**src/rtl/dslope_pkg.sv**
```systemverilog
package dslope_pkg;

    localparam int NUM_CH   = 3;
    localparam int WAVE_W   = 4;
    localparam int MODE_W   = 2;

    localparam logic [WAVE_W-1:0] WAVE_TOG_LO = 4'd9;
    localparam logic [WAVE_W-1:0] WAVE_TOG_HI = 4'd11;

    typedef enum logic [MODE_W-1:0] {
        COM_OFF    = 2'b00,
        COM_TOGGLE = 2'b01,
        COM_NONINV = 2'b10,
        COM_INV    = 2'b11
    } com_mode_e;

    typedef enum logic {
        DIR_DOWN = 1'b0,
        DIR_UP   = 1'b1
    } dir_e;

    typedef enum logic [1:0] {
        ACT_HOLD = 2'd0,
        ACT_SET  = 2'd1,
        ACT_CLR  = 2'd2,
        ACT_TOG  = 2'd3
    } pin_act_e;

    typedef struct packed {
        logic drive;
        logic toggle;
        logic inv;
    } ch_ctl_t;

    typedef struct packed {
        logic full;
        logic zero;
        logic match;
        logic rising;
    } cmp_flags_t;

    function automatic logic wave_allows_toggle(input logic [WAVE_W-1:0] w);
        return (w == WAVE_TOG_LO) || (w == WAVE_TOG_HI);
    endfunction

    function automatic ch_ctl_t decode_mode(input logic [MODE_W-1:0] m,
                                            input logic [WAVE_W-1:0] w,
                                            input logic              is_a);
        ch_ctl_t c;
        c = '0;
        case (m)
            COM_TOGGLE: begin
                if (is_a && wave_allows_toggle(w)) begin
                    c.drive  = 1'b1;
                    c.toggle = 1'b1;
                end
            end
            COM_NONINV: c.drive = 1'b1;
            COM_INV: begin
                c.drive = 1'b1;
                c.inv   = 1'b1;
            end
            default: c = '0;
        endcase
        return c;
    endfunction

    function automatic pin_act_e pick_action(input ch_ctl_t    c,
                                             input cmp_flags_t f);
        pin_act_e a;
        a = ACT_HOLD;
        if (!c.drive) begin
            a = ACT_HOLD;
        end else if (c.toggle) begin
            a = f.match ? ACT_TOG : ACT_HOLD;
        end else if (f.full) begin
            a = c.inv ? ACT_CLR : ACT_SET;
        end else if (f.zero) begin
            a = c.inv ? ACT_SET : ACT_CLR;
        end else if (f.match) begin
            if (f.rising) a = c.inv ? ACT_SET : ACT_CLR;
            else          a = c.inv ? ACT_CLR : ACT_SET;
        end
        return a;
    endfunction

endpackage

```
**src/rtl/dslope_counter.sv**
```systemverilog
module dslope_counter
    import dslope_pkg::*;
#(
    parameter int W = 16
) (
    input  logic         clk,
    input  logic         rst,
    input  logic         cnt_en,
    input  logic [W-1:0] top_val,
    output logic [W-1:0] cnt,
    output logic         dir_up,
    output logic         at_top
);

    localparam logic [W-1:0] ONE = W'(1);

    logic [W-1:0] cnt_q;
    dir_e         dir_q;
    logic         top_zero;
    logic         reached_top;
    logic         reached_bot;

    assign top_zero    = (top_val == '0);
    assign reached_top = (dir_q == DIR_UP) && (cnt_q >= top_val);
    assign reached_bot = (dir_q == DIR_DOWN) && (cnt_q == '0);

    always_ff @(posedge clk) begin
        if (rst) begin
            cnt_q <= '0;
            dir_q <= DIR_UP;
        end else if (cnt_en) begin
            if (top_zero) begin
                cnt_q <= '0;
                dir_q <= DIR_UP;
            end else if (reached_top) begin
                cnt_q <= cnt_q - ONE;
                dir_q <= DIR_DOWN;
            end else if (reached_bot) begin
                cnt_q <= ONE;
                dir_q <= DIR_UP;
            end else if (dir_q == DIR_UP) begin
                cnt_q <= cnt_q + ONE;
            end else begin
                cnt_q <= cnt_q - ONE;
            end
        end
    end

    assign cnt    = cnt_q;
    assign dir_up = (dir_q == DIR_UP);
    assign at_top = reached_top;

endmodule

```
**src/rtl/dslope_cmp_buf.sv**
```systemverilog
module dslope_cmp_buf #(
    parameter int W = 16
) (
    input  logic         clk,
    input  logic         rst,
    input  logic         cnt_en,
    input  logic         at_top,
    input  logic [W-1:0] cmp_next,
    output logic [W-1:0] cmp_active
);

    logic [W-1:0] cmp_q;
    logic         load;

    assign load = cnt_en && at_top;

    always_ff @(posedge clk) begin
        if (rst) begin
            cmp_q <= '0;
        end else if (load) begin
            cmp_q <= cmp_next;
        end
    end

    assign cmp_active = cmp_q;

endmodule

```
**src/rtl/dslope_out_stage.sv**
```systemverilog
module dslope_out_stage
    import dslope_pkg::*;
#(
    parameter int W    = 16,
    parameter bit IS_A = 1'b0
) (
    input  logic              clk,
    input  logic              rst,
    input  logic              cnt_en,
    input  logic [W-1:0]      cnt,
    input  logic              dir_up,
    input  logic [W-1:0]      top_val,
    input  logic [W-1:0]      cmp_active,
    input  logic [MODE_W-1:0] mode,
    input  logic [WAVE_W-1:0] wave,
    output logic              pin,
    output logic              oe
);

    ch_ctl_t    ctl;
    cmp_flags_t flags;
    pin_act_e   act;
    logic       pin_q;

    always_comb begin
        ctl          = decode_mode(mode, wave, IS_A);
        flags.full   = (cmp_active >= top_val);
        flags.zero   = (cmp_active == '0);
        flags.match  = (cnt == cmp_active);
        flags.rising = dir_up;
        act          = pick_action(ctl, flags);
    end

    always_ff @(posedge clk) begin
        if (rst) begin
            pin_q <= 1'b0;
        end else if (cnt_en) begin
            case (act)
                ACT_SET:  pin_q <= 1'b1;
                ACT_CLR:  pin_q <= 1'b0;
                ACT_TOG:  pin_q <= ~pin_q;
                default:  pin_q <= pin_q;
            endcase
        end
    end

    assign pin = pin_q;
    assign oe  = ctl.drive;

endmodule

```
**src/rtl/dslope_pwm.sv**
```systemverilog
module dslope_pwm
    import dslope_pkg::*;
#(
    parameter int CNT_W = 16
) (
    input  logic             clk,
    input  logic             rst,
    input  logic             cnt_en,
    input  logic [CNT_W-1:0] top_val,
    input  logic [CNT_W-1:0] cmp_a,
    input  logic [CNT_W-1:0] cmp_b,
    input  logic [CNT_W-1:0] cmp_c,
    input  logic [1:0]       mode_a,
    input  logic [1:0]       mode_b,
    input  logic [1:0]       mode_c,
    input  logic [3:0]       wave_sel,
    output logic             pin_a,
    output logic             pin_b,
    output logic             pin_c,
    output logic             oe_a,
    output logic             oe_b,
    output logic             oe_c
);

    logic [CNT_W-1:0]  cnt_w;
    logic              dir_up_w;
    logic              at_top_w;
    logic [CNT_W-1:0]  cmp_in  [NUM_CH];
    logic [CNT_W-1:0]  cmp_act [NUM_CH];
    logic [MODE_W-1:0] mode_in [NUM_CH];
    logic [NUM_CH-1:0] pin_w;
    logic [NUM_CH-1:0] oe_w;
    logic [CNT_W-1:0]  act_a_w;

    assign cmp_in[0]  = cmp_a;
    assign cmp_in[1]  = cmp_b;
    assign cmp_in[2]  = cmp_c;
    assign mode_in[0] = mode_a;
    assign mode_in[1] = mode_b;
    assign mode_in[2] = mode_c;

    dslope_counter #(.W(CNT_W)) u_counter (
        .clk     (clk),
        .rst     (rst),
        .cnt_en  (cnt_en),
        .top_val (top_val),
        .cnt     (cnt_w),
        .dir_up  (dir_up_w),
        .at_top  (at_top_w)
    );

    for (genvar g = 0; g < NUM_CH; g++) begin : g_ch
        dslope_cmp_buf #(.W(CNT_W)) u_buf (
            .clk        (clk),
            .rst        (rst),
            .cnt_en     (cnt_en),
            .at_top     (at_top_w),
            .cmp_next   (cmp_in[g]),
            .cmp_active (cmp_act[g])
        );

        dslope_out_stage #(.W(CNT_W), .IS_A(g == 0)) u_out (
            .clk        (clk),
            .rst        (rst),
            .cnt_en     (cnt_en),
            .cnt        (cnt_w),
            .dir_up     (dir_up_w),
            .top_val    (top_val),
            .cmp_active (cmp_act[g]),
            .mode       (mode_in[g]),
            .wave       (wave_sel),
            .pin        (pin_w[g]),
            .oe         (oe_w[g])
        );
    end

    assign act_a_w = cmp_act[0];

    assign pin_a = pin_w[0];
    assign pin_b = pin_w[1];
    assign pin_c = pin_w[2];
    assign oe_a  = oe_w[0];
    assign oe_b  = oe_w[1];
    assign oe_c  = oe_w[2];

endmodule

```
**config.mk**
```make
export PLATFORM = sky130hd
export DESIGN_NAME = dslope_pwm
export DESIGN_NICKNAME = d
export VERILOG_FILES = /design/src/rtl/dslope_pkg.sv /design/src/rtl/dslope_counter.sv /design/src/rtl/dslope_cmp_buf.sv /design/src/rtl/dslope_out_stage.sv /design/src/rtl/dslope_pwm.sv
export SDC_FILE = /design/constraint.sdc
export NUM_CORES = 1
export LEC_CHECK = 0
export BUFFER_PORTS_ARGS = -buffer_cell sky130_fd_sc_hd__buf_2
export CAP_MARGIN = 20
export CORE_MARGIN = 2
export CORE_UTILIZATION = 40
export DETAILED_ROUTE_END_ITERATION = 16
export PLACE_DENSITY_LB_ADDON = 0.12
export SYNTH_ARGS = -nofsm -noshare
export SYNTH_HDL_FRONTEND = slang
export SYNTH_SLANG_ARGS = --single-unit
```
**constraint.sdc**
```tcl
create_clock -name clk -period 3 [get_ports clk]
set_clock_uncertainty 0.1 [all_clocks]
set_input_delay 0.15 -clock clk [delete_from_list [all_inputs] [get_ports clk]]
set_output_delay 0.15 -clock clk [all_outputs]
set_load 0.05 [all_outputs]
```
==> results of run 1 <==
[worst max-delay path, cell delays in order (launching register included)]
cell	delay [ns]
dfxtp_1	0.42
inv_1	0.07
ha_1	0.26
nand2b_1	0.13
a2111oi_0	0.47
o211ai_1	0.19
a21oi_2	0.30
mux2_2	0.38
a31oi_1	0.13
a211oi_1	0.07
[sequential cells by signal (all words and copies together), names as in the netlist]
name / flops
u_counter.dir_up: 1
g_ch.u_out.pin: 3
u_counter.cnt: 16
g_ch.u_buf.cmp_active: 48
[cell families (layout without fill, tap and decap cells)]
family / Yosys count / after routing / share of synthesized area, %
flops: 68 / 68 / 24.4
xor+xnor: 55 / 55 / 8.65
simple gates: 277 / 277 / 24.6
buf+inv: 75 / 210 / 5.86
compound gates: 185 / 185 / 20.1
mux: 7 / 7 / 1.30
fa+ha+maj: 67 / 67 / 15.0
[through the flow]
stage,area (sq um),power [uW],utilization (%),setup WS (ns),hold WS (ns)
6_report,7030,2420,51.3,0.337,0.0376
5_1_grt,7030,2520,51.3,0.120,0.0614
2_1_floorplan,5570,1150,-,0.471,0.186
3_3_place_gp,6250,1280,45.5,0.331,0.290
4_1_cts,7030,2440,51.2,0.224,0.0321
3_5_place_dp,6250,1290,45.5,0.232,0.296
[how the worst max path moves through the flow]
stage	end	slack (ns)	depth (start not counted)
after floorplan	u_counter.cnt[4]	0.47	11
after global placement	g_ch[0].u_out.pin	0.33	9
after detailed placement	g_ch[0].u_out.pin	0.23	9
after CTS	g_ch[0].u_out.pin	0.22	9
after global routing	g_ch[0].u_out.pin	0.12	9
final	g_ch[0].u_out.pin	0.34	9
[cell type report]
class,instances,area [sq um]
clock buffers,10,239
clock inverters,6,63.8
fillers,1316,6690
inverters,31,116
multi-input cells,591,3890
flip-flops and latches,68,1360
well taps,180,225
repair buffers,163,1140
[synthesized netlist by cell type, drive strengths merged (3+ instances only)]
master and number:
buf 21, a31oi 3, a2bb2oi 3, nand2b 5
o21ai 33, o21a 5, nor2 24, dfxtp 68
xor2 3, a221oi 7, inv 31, and3 8
or3 3, clkbuf 23, and2 5, xnor2 52
and4 6, nor3 16, o211ai 4, nand2 132
a211oi 10, nor4 22, o31ai 5, a21oi 88
mux2i 5, a21o 10, nand4 27, a21boi 3
nand3 21, ha 67
[report_power, final]
part | switching, uW | total [uW] | internal (uW)
registers | 7.90 | 918 | 910
clock network | 428 | 1090 | 664
logic | 229 | 411 | 182
total | 664 | 2420 | 1760
[repair_timing]
action                                  4_1_cts  5_1_grt
hold buffers                                 48        0
endpoints found under the setup margin        0        1
endpoints found under the hold margin        48        0
gates resized for setup                       0        1
[layer usage]
metal,vias to the layer above,GRT usage [%]
met5,-,0
li1,2891,-
met4,0,10.7
met1,2802,34.9
met2,234,45.0
met3,44,4.78
==> summary.md, run 1 <==
| Metric | Value |
|---|---|
| IO buf count | 81 |
| Clock latency on the worst-skew pair | 0.35 ns |
| Maximum clock rate | 376 MHz |
| Post-Syn Nets | 878 |
| Finished Layout Cells | 1049 |
| Hold Fails Final Rpt | 0 |
| CP Max Fanout | 4 |
| Min-delay src | mode_b[1] |
| First-pass GRT wire length | 30500 microns |
| Final Max Slew Viols | 0 |
| Area Overhead vs Synth | 26.3% |
| Setup TNS | 0 ns |
| Die W | 122 microns |
| Initial DRC count | 434 |
| Largest net degree at the start of global routing | 49 |
| Most frequent cells in the layout | nand2_1, a21oi_1, buf_2 |
| CTS max path bufs | 2 |
| Leakage power | 0.00298 uW |
| CTS Sinks | 68 |
| Dominant cells by area after synthesis | dfxtp_1, ha_1, nand2_1 |
| Die area | 14900 sq um |
| Commonest non-fill, non-tap cell in the layout | nand2_1 |
| Metal-1 WL | 8390 microns |
| # rows | 43 |
| Ant. Diodes | 0 |
| Distinct cells, synth | 55 |
| Post-DRT Antenna Nets | 0 |
| RR Startpoint | g_ch[0].u_buf.cmp_active[0] |
| Worst setup SP type | register |
| Post-synth top area share | 24.4% |
| Worst Max-Slew Pin Slew | 0.817 ns |
| GRT Total Usage | 27.1% |
| Total number of vias | 5971 |
| CP required | 3.09 ns |
| Dpl hpwl | 14000 microns |
| Placed Cells incl. Taps | 985 |
| DR top layer | met4 |
| Layout cells sized above 1 | 16.7% |
| Post-synth top area cell | dfxtp_1 |
| Vias in the first global route | 5816 |
| Clk slew on worst S/H paths | 0.06 ns |
| Synth warn | 0 |
| Final setup violation count | 0 |
| Worst VDD drop | 328 uV |
| Final min period | 2.66 ns |
| Slew headroom | 45.5% |
| Core area | 13700 sq um |
| Congestion Overflow GR | 0 |
| Tcrit/Tclk final | 88.8% |
| Routability cong. | 0.961 |
| Destination of the worst hold path | g_ch[1].u_out.pin |
| Fraction of registers with async set/reset | 0% |
| Root Driver | clkbuf_16 |
| Vias/cell | 5.69 |
| Residual DRC count | 0 |
| Worst Reg-to-Reg Cells | 9 |
| Avg WL per Cell | 18.5 microns |
| Htree depth | 3 |
| Post-synth EDFFs | 0 |
| Flops & latches, synth | 68 |
| Die Span Y | 122 microns |
| Critical path type | reg2reg |
| Count of maximum capacitance violations | 0 |
| R2R setup slack | 0.34 ns |
| Nets | 1008 |
| Met2 WL | 8990 microns |
| Worst R2R End | g_ch[0].u_out.pin |
| Detail Route met3 WL | 1410 microns |
| Worst Setup End Kind | register |
| Drt pass-1 iters | 5 |
| Ports | 83 |
| Post-synthesis cell count | 734 |
| Syn Area/Cell | 7.59 sq um |
| Most used flip-flop cell after synthesis | dfxtp_1 |
| Crit path launch | g_ch[0].u_buf.cmp_active[0] |
| Starting Density | 40.6% |
| Routed wire length | 19500 microns |
| CTS Buf Count | 9 |
| CP arrival | 2.75 ns |
| Mapped cell area | 5570 sq um |
| Unrepaired setup endpoints after global routing | no |
| Antenna violations before repair | 0 |
| Pwr/cell area | 344 nW/um^2 |
| Status | completed |
| Seq/Total Area, Yosys | 24.4% |
| CTS tree | done |
| Setup Buffers After CTS | 0 |
| Hold WC Path Type | in2reg |
| WHS Path Cells | 3 |
No activity file was read; power rests on OpenSTA's default activity.
==> run 2: changes to the inputs <==
--- a/config.mk
+++ b/config.mk
@@ -9,6 +9,7 @@
 export CAP_MARGIN = 20
 export CORE_MARGIN = 2
 export CORE_UTILIZATION = 40
+export CTS_BUF_LIST = sky130_fd_sc_hd__clkbuf_8
 export DETAILED_ROUTE_END_ITERATION = 16
 export PLACE_DENSITY_LB_ADDON = 0.12
 export SYNTH_ARGS = -nofsm -noshare
==> run 2 against run 1 <==
Clock power down 27%. Critical path depth unchanged. Global-route usage about the same. Final area down 1.3%. Routed wire length about the same. Sequential power is essentially flat. Via count is 1.4% lower. Utilization down 0.67 points. Critical path type unchanged.
==> summary.md, run 2 (synthesized netlist as in run 1, its figures left out) <==
| Metric | Value |
|---|---|
| Total number of vias | 5887 |
| Die area | 14900 sq um |
| CP Max Fanout | 4 |
| Worst VDD drop | 296 uV |
| Htree depth | 3 |
| Avg WL per Cell | 18.5 microns |
| WHS Path Cells | 3 |
| Final min period | 2.65 ns |
| CTS Buf Count | 9 |
| Vias in the first global route | 5793 |
| Worst setup margin | 0.352 ns |
| Root Driver | clkbuf_8 |
| Worst Max-Slew Pin Slew | 0.809 ns |
| Area Overhead vs Synth | 24.6% |
| Antenna violations before repair | 0 |
| Ports | 83 |
| Count of maximum capacitance violations | 0 |
| Initial DRC count | 476 |
| CP arrival | 2.77 ns |
| CTS max path bufs | 2 |
| Commonest non-fill, non-tap cell in the layout | nand2_1 |
| Routability cong. | 0.961 |
| Nets | 1009 |
| Final setup violation count | 0 |
| CTS tree | done |
| Number of flip-flops under the largest register name | 48 |
| Hold WC Path Type | in2reg |
| Placed Cells incl. Taps | 985 |
| Clock latency on the worst-skew pair | 0.37 ns |
| Vias/cell | 5.61 |
| Pre-CTS WS | 0.232 ns |
| Finished Layout Cells | 1050 |
| Die Span Y | 122 microns |
| Drt pass-1 iters | 5 |
| CP Buf/Inv Count | 1 |
| Maximum clock rate | 378 MHz |
| Largest net degree at the start of global routing | 49 |
| Residual DRC count | 0 |
| Congestion Overflow GR | 0 |
| FF/Latch Area | 1360 sq um |
| Post-DRT Antenna Nets | 0 |
| Setup TNS | 0 ns |
| Tcrit/Tclk final | 88.3% |
| Critical path type | reg2reg |
| Crit path max-delay cell type | a2111oi_0 |
| Routed wire length | 19400 microns |
| Pwr/cell area | 306 nW/um^2 |
| Starting Density | 40.6% |
| Unrepaired setup endpoints after global routing | no |
| Clk slew on worst S/H paths | 0.08 ns |
| Worst Setup End Kind | register |
| Die W | 122 microns |
| Critical path depth in cells | 9 |
| Leakage power | 0.00294 uW |
| Dpl hpwl | 14000 microns |
| Top delay family on crit path | compound AO/OA/AOI/OAI gates |
| Power Total | 2130 uW |
| Worst Reg-to-Reg Cells | 9 |
| Final Max Slew Viols | 0 |
| Crit path cell chain | inv_1, ha_1, nand2b_1, a2111oi_0, o211ai_1, a21oi_2, mux2_2, a31oi_1, a211oi_1 |
| CTS Sinks | 68 |
| Filler instances | 1331 |
| Ant. Diodes | 0 |
| Slew headroom | 46.0% |
| Most frequent cells in the layout | nand2_1, a21oi_1, buf_2 |
| # rows | 43 |
| Multi-input logic area | 3890 sq um |
| First-pass GRT wire length | 30500 microns |
| GRT Total Usage | 27.1% |
| Core area | 13700 sq um |
| CP required | 3.12 ns |
| Worst setup SP type | register |
| Status | completed |
| CP max stage delay | 0.44 ns |
| Hold Fails Final Rpt | 0 |
| IO buf count | 81 |
| Layout cells sized above 1 | 16.7% |
run 2: stage by stage:
| stage | instance area [sq um] | util [%] | hold slack (ns) |
|---|---|---|---|
| global placement | 6250 | 45.5 | 0.290 |
| floorplan | 5570 | - | 0.186 |
| finish | 6940 | 50.6 | 0.0511 |
| global route | 6940 | 50.6 | 0.0638 |
| detailed placement | 6250 | 45.5 | 0.296 |
| CTS | 6940 | 50.6 | 0.0277 |
run 2: worst paths after layout:
| path | startpoint | endpoint | slack [ns] |
|---|---|---|---|
| setup / recovery | g_ch[0].u_buf.cmp_active[0] | g_ch[0].u_out.pin | 0.35 |
| hold / removal | mode_c[1] | g_ch[2].u_out.pin | 0.05 |
| setup reg to reg | g_ch[0].u_buf.cmp_active[0] | g_ch[0].u_out.pin | 0.35 |
| hold reg to reg | g_ch[0].u_out.pin | g_ch[0].u_out.pin | 0.39 |
run 2: layout make-up:
cell class | instances | area share, %
inverters | 31 | 1.68
multi-input cells | 591 | 56.0
well taps | 180 | 3.24
clock inverters | 6 | 0.919
flip-flops and latches | 68 | 19.6
clock buffers | 10 | 1.98
repair buffers | 164 | 16.6
run 2: power breakdown:
| group | total [uW] | switching [uW] | internal (uW) |
|---|---|---|---|
| Combinational | 411 | 228 | 183 |
| Clock | 800 | 395 | 405 |
| Sequential | 917 | 8.07 | 909 |
| Total | 2130 | 631 | 1500 |
run 2: routing by layer:
| metal | vias up | wire length, microns | share of wire [%] | GRT usage [%] |
|---|---|---|---|---|
| li1 | 2893 | - | - | - |
| met1 | 2747 | 8670 | 45 | 34.9 |
| met2 | 204 | 8920 | 46 | 44.9 |
| met3 | 43 | 1230 | 6.3 | 5.06 |
| met4 | 0 | 626 | 3.2 | 10.3 |
| met5 | - | 0 | 0 | 0 |
run 2: repair_timing:
action / 4_1_cts / 5_1_grt
hold endpoints to repair: 49 / 0
buffers inserted: 0 / 0
hold buffers: 49 / 0
endpoints found under the setup margin: 0 / 1
resized for setup: 0 / 1
run 2: worst reg2reg max path: stages, from the launching register on:
cell and delay, ns:
dfxtp_1 0.43, inv_1 0.08, ha_1 0.26, nand2b_1 0.13, a2111oi_0 0.44, o211ai_1 0.19
a21oi_2 0.30, mux2_2 0.38, a31oi_1 0.13, a211oi_1 0.07
==> run 3: changes to the inputs <==
--- a/config.mk
+++ b/config.mk
@@ -7,6 +7,8 @@
 export LEC_CHECK = 0
 export BUFFER_PORTS_ARGS = -buffer_cell sky130_fd_sc_hd__buf_2
 export CAP_MARGIN = 20
+export CELL_PAD_IN_SITES_DETAIL_PLACEMENT = 1
+export CELL_PAD_IN_SITES_GLOBAL_PLACEMENT = 1
 export CORE_MARGIN = 2
 export CORE_UTILIZATION = 40
 export CTS_BUF_LIST = sky130_fd_sc_hd__clkbuf_8
==> run 3 against run 2 <==
Sequential share of layout area fell by 0.18 points. Critical path depth did not move. Via count rose by 3.9%. Final area rose by 0.94%. Sequential cell count did not move. Register-to-register slack got worse by 0.03 ns.
==> summary.md, run 3 (synthesized netlist as in run 1, its figures left out) <==
| Metric | Value |
|---|---|
| Status | completed |
| Final setup violation count | 0 |
| Commonest non-fill, non-tap cell in the layout | nand2_1 |
| CTS tree | done |
| Clk slew on worst S/H paths | 0.09 ns |
| Placed Cells incl. Taps | 984 |
| Cell internal pwr | 1670 uW |
| Setup Buffers After CTS | 0 |
| Leakage power | 0.00297 uW |
| Routed wire length | 21400 microns |
| Number of flip-flops under the largest register name | 48 |
| Routability cong. | 0.942 |
| Ports | 83 |
| Core area | 13700 sq um |
| Crit path max-delay cell type | a2111oi_0 |
| Post-route cell area | 7010 sq um |
| Htree depth | 3 |
| Residual DRC count | 0 |
| Avg WL per Cell | 20.4 microns |
| Final Max Slew Viols | 0 |
| Critical path type | reg2reg |
| Setup TNS | 0 ns |
| Count of maximum capacitance violations | 0 |
| Nets | 1008 |
| DP Area | 6260 sq um |
| Pwr/cell area | 331 nW/um^2 |
| Slew headroom | 51.2% |
| Worst VDD drop | 250 uV |
| Die Span Y | 122 microns |
| Largest net degree at the start of global routing | 49 |
| Root Driver | clkbuf_8 |
| Worst Max-Slew Pin Slew | 0.732 ns |
| Clock Power Share | 42.2% |
| Sw frac | 28.1% |
| Final min period | 2.68 ns |
| CP required | 3.12 ns |
| Drt pass-1 iters | 4 |
| CP Max Fanout | 4 |
| Layout cells sized above 1 | 16.6% |
| Hold Fails Final Rpt | 0 |
| Worst setup SP type | register |
| Most frequent cells in the layout | nand2_1, a21oi_1, buf_2 |
| Unrepaired setup endpoints after global routing | no |
| CTS max path bufs | 2 |
| Area Overhead vs Synth | 25.8% |
| Logic pwr share | 18.3% |
| CP max stage delay | 0.46 ns |
| Worst Reg-to-Reg Cells | 9 |
| Die W | 122 microns |
| Finished Layout Cells | 1049 |
| # rows | 43 |
| Total number of vias | 6115 |
| Post-DRT Antenna Nets | 0 |
| Starting Density | 40.6% |
| Filler instances | 1746 |
| Initial DRC count | 281 |
| Worst Setup End Kind | register |
| Tcrit/Tclk final | 89.3% |
| CTS Buf Count | 9 |
| Vias/cell | 5.83 |
| GRT Total Usage | 29.6% |
| Hold WC Path Type | in2reg |
| WHS Path Cells | 3 |
| Crit path cell chain | inv_1, ha_1, nand2b_1, a2111oi_0, o211ai_1, a21oi_2, mux2_2, a31oi_1, a211oi_1 |
| IO buf count | 81 |
| CTS Sinks | 68 |
| Antenna violations before repair | 0 |
| Die area | 14900 sq um |
| Ant. Diodes | 0 |
| Congestion Overflow GR | 0 |
| Switch Pwr | 651 uW |
| Sequential cell fraction of total power | 39.5% |
| CP arrival | 2.80 ns |
| Maximum clock rate | 373 MHz |
| Vias in the first global route | 6330 |
| First-pass GRT wire length | 33700 microns |
| Dpl hpwl | 15700 microns |
| Clock latency on the worst-skew pair | 0.37 ns |
[run 3: cell count changes in the layout (fill, tap and decap cells not counted), sizes merged]
cell,previous run,this run
clkinvlp,2,1
clkinv,3,2
bufinv,1,3
buf,115,114
[run 3: final timing paths]
check / from / endpoint / slack, ns
worst max-delay path: g_ch[0].u_buf.cmp_active[0] / g_ch[0].u_out.pin / 0.32
worst min-delay path: mode_c[1] / g_ch[2].u_out.pin / 0.03
worst max register to register: g_ch[0].u_buf.cmp_active[0] / g_ch[0].u_out.pin / 0.32
worst min register to register: g_ch[0].u_out.pin / g_ch[0].u_out.pin / 0.38
[run 3: area by class of cell]
class	count	area [sq um]	share of cell area [%]
clock buffer	10	138	1.96
multi-input combinational	591	3890	55.5
tap	180	225	3.21
clock inverter	6	111	1.59
timing repair buffer	163	1170	16.7
sequential	68	1360	19.4
inverter	31	116	1.66
[run 3: routing by layer]
metal  wire, microns  track usage (%)  vias to the layer above
li1                -                -                     2898
met2           10500             52.3                      166
met4             649             11.2                        0
met5               0                0                        -
met1            9230             36.3                     3009
met3            1060             4.21                       42
[run 3: stage by stage]
stage	hold WS, ns	setup WS [ns]	power, uW	util (%)
3_3_place_gp	0.290	0.309	1290	45.7
2_1_floorplan	0.186	0.471	1150	-
4_1_cts	0.000232	0.173	2340	51.1
3_5_place_dp	0.298	0.187	1300	45.7
6_report	0.0303	0.320	2320	51.1
5_1_grt	0.0670	0.138	2400	51.1
[run 3: worst max-delay path: cells and delay by family (launching register included)]
family                     cells  cell delay, ns
AOI/OAI and AO/OA              5            1.17
DFF                            1            0.41
muxes                          1            0.37
adders and majority gates      1            0.26
and+or+nand+nor                1            0.15
buffers and inverters          1            0.07
[run 3: power by group through the flow]
stage	Combinational, uW	Sequential, uW	Clock (uW)
6_report	425	916	978
2_1_floorplan	208	944	0
3_3_place_gp	349	937	0
3_5_place_dp	366	937	0
5_1_grt	462	917	1020
4_1_cts	417	916	1000
[run 3: timing repair]
item                                    4_1_cts  5_1_grt
gates resized for setup                       0        1
hold endpoints to repair                     49        0
hold buffers                                 49        0
endpoints found under the setup margin        0        1
